[src/rtl/i2c_slave_rx.sv]
module i2c_slave_rx (
  input  logic       clk,
  input  logic       rst_n,
  input  logic       scl_i,
  input  logic       sda_i,
  input  logic [6:0] own_addr,
  input  logic       ack_en,
  input  logic       gc_en,
  input  logic       arb_lost,
  input  logic       smb_reset,
  input  logic       si_clr,
  output logic       sda_oe,
  output logic       scl_oe,
  output logic       si,
  output logic [7:0] status,
  output logic [7:0] rx_data
);
  localparam logic [7:0] ST_IDLE = 8'hF8;
  localparam logic [7:0] ST_END  = 8'hA0;
  localparam logic [7:0] ST_BRST = 8'hD0;

  logic       scl_q, sda_q;
  logic       active, selected, gcall, ack_next;
  logic [3:0] bitcnt;
  logic [7:0] shreg;

  wire scl_rise = scl_i & ~scl_q;
  wire scl_fall = ~scl_i & scl_q;
  wire start_c  = scl_i & scl_q & sda_q & ~sda_i;
  wire stop_c   = scl_i & scl_q & ~sda_q & sda_i;
  wire own_hit  = (shreg[7:1] == own_addr) & ~shreg[0] & ack_en;
  wire gc_hit   = (shreg == 8'h00) & gc_en & ack_en;

  wire [7:0] addr_code = gcall ? (arb_lost ? 8'h78 : 8'h70) : (arb_lost ? 8'h68 : 8'h60);
  wire [7:0] data_code = gcall ? (sda_oe ? 8'h90 : 8'h98) : (sda_oe ? 8'h80 : 8'h88);

  always_ff @(posedge clk or negedge rst_n) begin
    if (!rst_n) begin
      scl_q    <= 1'b1;
      sda_q    <= 1'b1;
      active   <= 1'b0;
      selected <= 1'b0;
      gcall    <= 1'b0;
      ack_next <= 1'b0;
      bitcnt   <= '0;
      shreg    <= '0;
      sda_oe   <= 1'b0;
      scl_oe   <= 1'b0;
      si       <= 1'b0;
      status   <= ST_IDLE;
      rx_data  <= '0;
    end else begin
      scl_q <= scl_i;
      sda_q <= sda_i;
      if (smb_reset) begin
        si       <= 1'b1;
        status   <= ST_BRST;
        selected <= 1'b0;
        active   <= 1'b0;
        sda_oe   <= 1'b0;
        scl_oe   <= 1'b0;
      end else begin
        if (start_c) begin
          active   <= 1'b1;
          bitcnt   <= '0;
          sda_oe   <= 1'b0;
          selected <= 1'b0;
          gcall    <= 1'b0;
          if (selected && !si) begin
            si     <= 1'b1;
            status <= ST_END;
          end
        end else if (stop_c) begin
          active   <= 1'b0;
          sda_oe   <= 1'b0;
          selected <= 1'b0;
          gcall    <= 1'b0;
          if (selected && !si) begin
            si     <= 1'b1;
            status <= ST_END;
          end
        end else if (active && scl_rise) begin
          if (bitcnt < 4'd8) shreg <= {shreg[6:0], sda_i};
          bitcnt <= bitcnt + 4'd1;
        end else if (active && scl_fall) begin
          if (bitcnt == 4'd8) begin
            if (!selected) begin
              if (own_hit || gc_hit) begin
                sda_oe <= 1'b1;
                gcall  <= gc_hit;
              end else begin
                active <= 1'b0;
              end
            end else begin
              sda_oe <= ack_next;
            end
          end else if (bitcnt == 4'd9) begin
            sda_oe <= 1'b0;
            si     <= 1'b1;
            scl_oe <= 1'b1;
            active <= 1'b0;
            bitcnt <= '0;
            if (!selected) begin
              selected <= 1'b1;
              status   <= addr_code;
            end else begin
              rx_data <= shreg;
              status  <= data_code;
              if (!sda_oe) selected <= 1'b0;
            end
          end
        end
        if (si_clr && si) begin
          si       <= 1'b0;
          scl_oe   <= 1'b0;
          status   <= ST_IDLE;
          ack_next <= ack_en;
          if (selected) begin
            active <= 1'b1;
            bitcnt <= '0;
          end
        end
      end
    end
  end
endmodule

[config.mk]
export PLATFORM = sky130hd
export DESIGN_NAME = i2c_slave_rx
export DESIGN_NICKNAME = d
export VERILOG_FILES = /design/src/rtl/i2c_slave_rx.sv
export SDC_FILE = /design/constraint.sdc
export NUM_CORES = 1
export LEC_CHECK = 0
export BUFFER_PORTS_ARGS = -buffer_cell sky130_fd_sc_hd__buf_2
export CORE_UTILIZATION = 54
export CTS_CLUSTER_SIZE = 12
export DETAILED_ROUTE_END_ITERATION = 12
export PLACE_DENSITY = 0.87
export SYNTH_ARGS = -nofsm -noshare
export SYNTH_HDL_FRONTEND = slang
export SYNTH_SLANG_ARGS = --single-unit
[constraint.sdc]
create_clock -name clk -period 2.4 [get_ports clk]
set_clock_uncertainty 0.1 [all_clocks]
set_input_delay 0.24 -clock clk [delete_from_list [all_inputs] [get_ports clk]]
set_output_delay 0.24 -clock clk [all_outputs]
set_load 0.05 [all_outputs]
* Word-level counts from Yosys, hierarchy flattened
Cells that the tools add are included.
** Operators by class
- Reduce and logical (&&, ||, !) cells :: 25
- Order comparisons :: 1
- Equal/unequal tests :: 14
- Add/subtract/negate cells :: 1
- Mux-type cells :: 73
- Bitwise logic cells :: 21
** Operators with widths (count)
- $mux W8 :: 10
- $mux W1 :: 49
- $mux W4 :: 12
- $reduce_bool A3 Y1 :: 5
- $reduce_bool A5 Y1 :: 3
- $ne A3 B2 Y1 const B :: 4
- $reduce_and A4 Y1 :: 3
- $reduce_and A6 Y1 :: 2
- $and A1 B1 Y1 :: 11
- $mux W5 :: 2
- $ne A5 B4 Y1 const B :: 2
- $not A1 Y1 :: 10
- $eq A4 B4 Y1 const B :: 2
- $logic_not A8 Y1 :: 1
- $ne A4 B4 Y1 const B :: 2
- $reduce_and A8 Y1 :: 1
- $reduce_bool A4 Y1 :: 2
- $eq A7 B7 Y1 :: 1
- $ne A6 B5 Y1 const B :: 1
- $reduce_and A5 Y1 :: 1
- $add A4 B1 Y4 const B :: 1
- $logic_and A1 B1 Y1 :: 4
- $lt A4 B4 Y1 const B :: 1
- $ne A3 B1 Y1 const B :: 1
- other kinds (4) :: 4
** Storage, ports and cells
- Logic and storage cells :: 148
- Bits of input ports :: 16
- Output and inout bits :: 19
- Bits in registers :: 37

* Logic depth before layout (Yosys ltp)
- Depth in word-level cells :: 14
- Gate-level depth with buffers :: 6
- Mapped depth without buffers :: 6

* Least setup slack after synthesis
No wires, ideal clock.
- Kind :: flip-flop to flip-flop
- Start :: reg bitcnt[0]
- End :: reg rx_data[0]
- Setup slack :: 0.515 ns
- Data arrival time :: 1.660 ns
- Data required time :: 2.175 ns
- Setup time :: 0.125 ns
- Stages on the path, launching flop included :: 7
- Cell sequence :: dfrtp_1 > inv_1 > ha_1 > nand3b_1 > nor2_2 > nand3_2 > mux2_2
** Between the ends
- Word-level cells in the longest chain between the ends :: 3
- Elaborated cells between the ends (all ways) :: 4
- Classes of those cells :: eq/ne: 2; bitwise: 1; reduce/logical: 1
** RTL lines
- from (decl) :: RTL line 24 : logic [3:0] bitcnt;
- from (signal assigned) :: RTL line 84 : bitcnt <= bitcnt + 4'd1;
- $eq A4 B4 Y1 :: RTL line 86 : if (bitcnt == 4'd8) begin
- $not A1 Y1 (no source line)
- $reduce_and A8 Y1 (no source line) (*)
- to (signal assigned) :: RTL line 107 : rx_data <= shreg;
- to (decl) :: RTL line 16 : output logic [7:0] rx_data
Every way passes the cells marked *; elsewhere a longest branch is shown, timed or not.
A chain may end at the register's enable or synchronous reset.

* Worst setup path after layout
- Start :: in sda_i
- End :: reg shreg[1]
** Between the ends
- Word-level cells in the longest chain between the ends :: 4
- Elaborated cells between the ends (all ways) :: 6
- Classes of those cells :: bitwise: 5; reduce/logical: 1
** RTL lines
- from (decl) :: RTL line 5 : input logic sda_i,
- $not A1 Y1 :: RTL line 29 : wire start_c = scl_i & scl_q & sda_q & ~sda_i;
- $and A1 B1 Y1 :: RTL line 29
- $not A1 Y1 (no source line)
- $reduce_and A5 Y1 (no source line) (*)
- to (signal assigned) :: RTL line 83 : if (bitcnt < 4'd8) shreg <= {shreg[6:0], sda_i};
- to (decl) :: RTL line 25 : logic [7:0] shreg;
Marked as above.

==> impl_summary.log <==
INFO  metric final-instance-count-excl-fill = around 260
INFO  metric synth_area = about 0.0019 mm2
INFO  metric drt_iter0_drc = about 110
INFO  metric net_count_of_the_mapped_netlist = between 150 and 200
INFO  metric ys_seq_elements = 37
INFO  metric clock_sinks = 37
INFO  metric sw_frac_of_total = between 20% and 30%
INFO  metric cts_made_buffers = 5
INFO  metric layout_commonest_cell = sky130_fd_sc_hd__buf_2
INFO  metric h-tree-depth = 2
INFO  metric clk_transition_reported_paths = around 0.12 ns
INFO  metric met2_demand_to_capacity_share_in_global_routing = between 30% and 40%
INFO  metric detailroute.via_count = 1512
INFO  metric crit_required = 2.54 ns
INFO  metric layout_common_cells = sky130_fd_sc_hd__buf_2, sky130_fd_sc_hd__dfrtp_1, sky130_fd_sc_hd__mux2_2, sky130_fd_sc_hd__nand2_1, sky130_fd_sc_hd__o21ai_0
INFO  metric period_minus_slack = just over 2 ns
INFO  metric clk_path_buf_depth = 2
INFO  metric synth-warning-count = 0
INFO  metric grt_setup_unrepaired = false
INFO  metric drc = 0
INFO  metric fraction_of_layout_instances_using_a_drive_strength_above_1 = between 30% and 40%
INFO  metric path_buf_inv = 2
INFO  metric max_rail_drop_vdd = just over 0.0006 V
INFO  metric cts_resized = 0
INFO  metric crit_slowest_cell = sky130_fd_sc_hd__dlygate4sd3_1
INFO  metric synthCells = about 170
INFO  metric dieHeight = slightly above 60 um
INFO  metric timing.fmax = 482 MHz
INFO  metric power.leakage = 1.06 nW
INFO  metric wire_per_inst = about 15 um
INFO  metric grt.met3_usage = 5.59%
INFO  metric pin_count = 35
INFO  metric antenna_found_initial = 0
INFO  metric initial_core_util = 56.9%
INFO  metric finalSetupTns = 0 ns
INFO  metric layout-area-overhead-vs-synth = 18.1%
INFO  metric drv.max_cap_violation_count = 0
INFO  metric finalHoldViolCount = 0
INFO  metric tritoncts = yes
INFO  metric drt_wl_total = 3880 um
INFO  metric post-layout-total-power = ~1.5 mW
INFO  metric crit_path_end_kind = flip-flop
INFO  metric syn_area_per_cell = about 11 um2
INFO  metric die_w = roughly 62 um
INFO  metric placedCellCount = ~250
INFO  metric fp.coreArea = roughly 0.0034 mm2
INFO  metric num-nets-final = approximately 230
INFO  metric worstPathMaxFanout = 8
INFO  metric die_area = around 0.0038 mm2
INFO  metric synth_area_leader_cell = sky130_fd_sc_hd__dfrtp_1
INFO  metric grt_start_max_net_pins = 38
INFO  metric postPlaceCellArea = 0.00214 mm2
INFO  metric layout_worst_path_cycle_share = 86.4%
INFO  metric clk-insertion-delay-late = ~0.35 ns
INFO  metric synth_enable_flop_cells = 0
INFO  metric port_buffers = 34
INFO  metric worst_slew_pin_slew = 0.790 ns
INFO  metric gr-usage-met1 = 33.4%
INFO  metric grt_pass1_vias = roughly 1300
INFO  metric grt_util_all_layers = a little under a quarter
INFO  metric clock_root_buffer_master = sky130_fd_sc_hd__clkbuf_4
INFO  metric power.internal = between 1 and 1.5 mW
INFO  metric power_density = roughly 670 mW/mm2
INFO  metric synth.top_cell.area_share = 38.9%
INFO  metric final_cell_area = between 0.002 and 0.0025 mm2
INFO  metric worst_ep_arrival_time = between 2 and 2.5 ns
INFO  metric detail-route-antenna-nets = 0
INFO  metric setup.worst_path.class = primary input to flip-flop
INFO  metric async_reset_ff_share = between 90% and 100%
INFO  metric final-max-slew-violation-count = 0
INFO  metric cpPeakStageDelay = around 0.53 ns
INFO  metric post_synth_num_cell_types = 49
INFO  metric timing.hold.worst.class = primary input to flip-flop
INFO  metric setup.worst_path.start_class = primary input
INFO  metric grt_first_pass_wirelength = approximately 6400 um
INFO  metric firstDrtPassIters = 4
INFO  metric status = completed
INFO  metric cp_top_family = buffers and inverters
INFO  metric synth_top_cells_by_area = sky130_fd_sc_hd__dfrtp_1, sky130_fd_sc_hd__mux2_2, sky130_fd_sc_hd__dfstp_2, sky130_fd_sc_hd__o21ai_0, sky130_fd_sc_hd__xor2_1
INFO  metric fillCellCount = between 200 and 300
INFO  metric comb_power_share = between 15 and 20%
INFO  metric global_route.overflow_total = 0
INFO  metric switchingPower = 418 uW
INFO  metric rows = 21
INFO  metric routabilityCongestion = between 0.8 and 0.9
INFO  metric max-slew-margin-rel = a little under half
INFO  metric vias_per_cell = ~6
INFO  metric report.final.setup_viol = 0
INFO  metric yosysSeqAreaShare = between 40 and 50%
INFO  metric clkPwrFrac = between 30% and 40%
INFO  metric n_antenna_cell = 0
INFO  metric power.sequential.fraction = between 40% and 50%
INFO  metric dp_hpwl = ~2800 um
INFO  metric multi_input_area = roughly 950 um2
INFO  metric worstPathCellList = dlygate4sd3_1, buf_2, xnor2_1, nor2_1, nor4_4, mux2_2
INFO  metric dominantRegCellSynth = sky130_fd_sc_hd__dfrtp_1
INFO  metric sequential_cell_area = 935 um2
INFO  metric top_usage_layer = met2
## path summary, 6_finish.rpt
check                           cells after the start         to  startpoint  slack [ns]
worst min register to register                      1  status[1]   status[1]        0.40
min in group asynchronous                           2     sda_oe       rst_n        0.40
max in group asynchronous                           2   shreg[5]       rst_n        1.30
worst max-delay path                                6   shreg[1]       sda_i        0.33
worst min-delay path                                2   ack_next      ack_en        0.03
worst max register to register                      4   shreg[1]       sda_q        0.38
## worst register-to-register path, stage by stage, from the launching register on
cell                      delay, ns
sky130_fd_sc_hd__dfstp_2       0.58
sky130_fd_sc_hd__xnor2_1       0.14
sky130_fd_sc_hd__nor2_1        0.17
sky130_fd_sc_hd__nor4_4        0.51
sky130_fd_sc_hd__mux2_2        0.40
## registers in the layout, summed over array words and instances, names as in the netlist, 4 cells and up
signal / count
status: 8
rx_data: 8
shreg: 8
bitcnt: 4
## what timing repair did
action                    4_1_cts  5_1_grt
hold endpoints to repair       32        0
hold buffers                    3        0
buffers inserted                0        0
## power groups by stage
stage	Clock, mW	Sequential, mW	Combinational [mW]
6_report	0.549	0.711	0.264
5_1_grt	0.591	0.718	0.292
4_1_cts	0.561	0.710	0.262
3_5_place_dp	0	0.722	0.256
3_3_place_gp	0	0.721	0.250
2_1_floorplan	0	0.725	0.175
## stage by stage
step | util (%) | hold WS [ns] | worst slack [ns]
final | 67.2 | 0.0315 | 0.326
after detailed placement | 63.2 | 0.269 | 0.426
after floorplan | - | -0.156 | 0.515
after global routing | 67.2 | 0.0104 | 0.227
after CTS | 67.2 | 0.0180 | 0.349
after global placement | 63.2 | 0.269 | 0.470
## routing by layer
layer  part of all wire (%)  wire length, um
met1                     46             1770
met2                     46             1770
met3                    7.0              271
met4                    1.8               70
met5                      0                0
## logic make-up (layout without fill, tap and decap cells)
group | count (synthesis) | count (layout) | share of synthesized area [%]
compound gates | 42 | 42 | 15.6
xor+xnor | 9 | 9 | 4.09
fa+ha+maj | 3 | 3 | 1.95
buf+inv | 11 | 53 | 2.53
flops | 37 | 37 | 48.4
mux | 18 | 18 | 10.5
simple gates | 49 | 49 | 16.9
## synth_stat cells (3+ instances only)
cell type and number:
sky130_fd_sc_hd__a21oi_1 5, sky130_fd_sc_hd__and2_1 5, sky130_fd_sc_hd__nand2_1 9, sky130_fd_sc_hd__dfstp_2 7, sky130_fd_sc_hd__mux2_2 18, sky130_fd_sc_hd__xor2_1 5
sky130_fd_sc_hd__nor2_1 8, sky130_fd_sc_hd__nand3_1 3, sky130_fd_sc_hd__o21ai_0 9, sky130_fd_sc_hd__ha_1 3, sky130_fd_sc_hd__o211ai_1 3, sky130_fd_sc_hd__dfrtp_1 30
sky130_fd_sc_hd__nand3b_1 4, sky130_fd_sc_hd__inv_1 7, sky130_fd_sc_hd__xnor2_1 4, sky130_fd_sc_hd__nor2b_1 3
## area by class of cell
class	instances	share of cell area [%]
tap	46	2.53
clock buffer	5	1.65
sequential	37	41.0
clock inverter	3	3.02
inverter	7	1.15
timing repair buffer	38	9.12
multi-input combinational	121	41.5
Note: power is estimated with default switching activity, not from simulation.
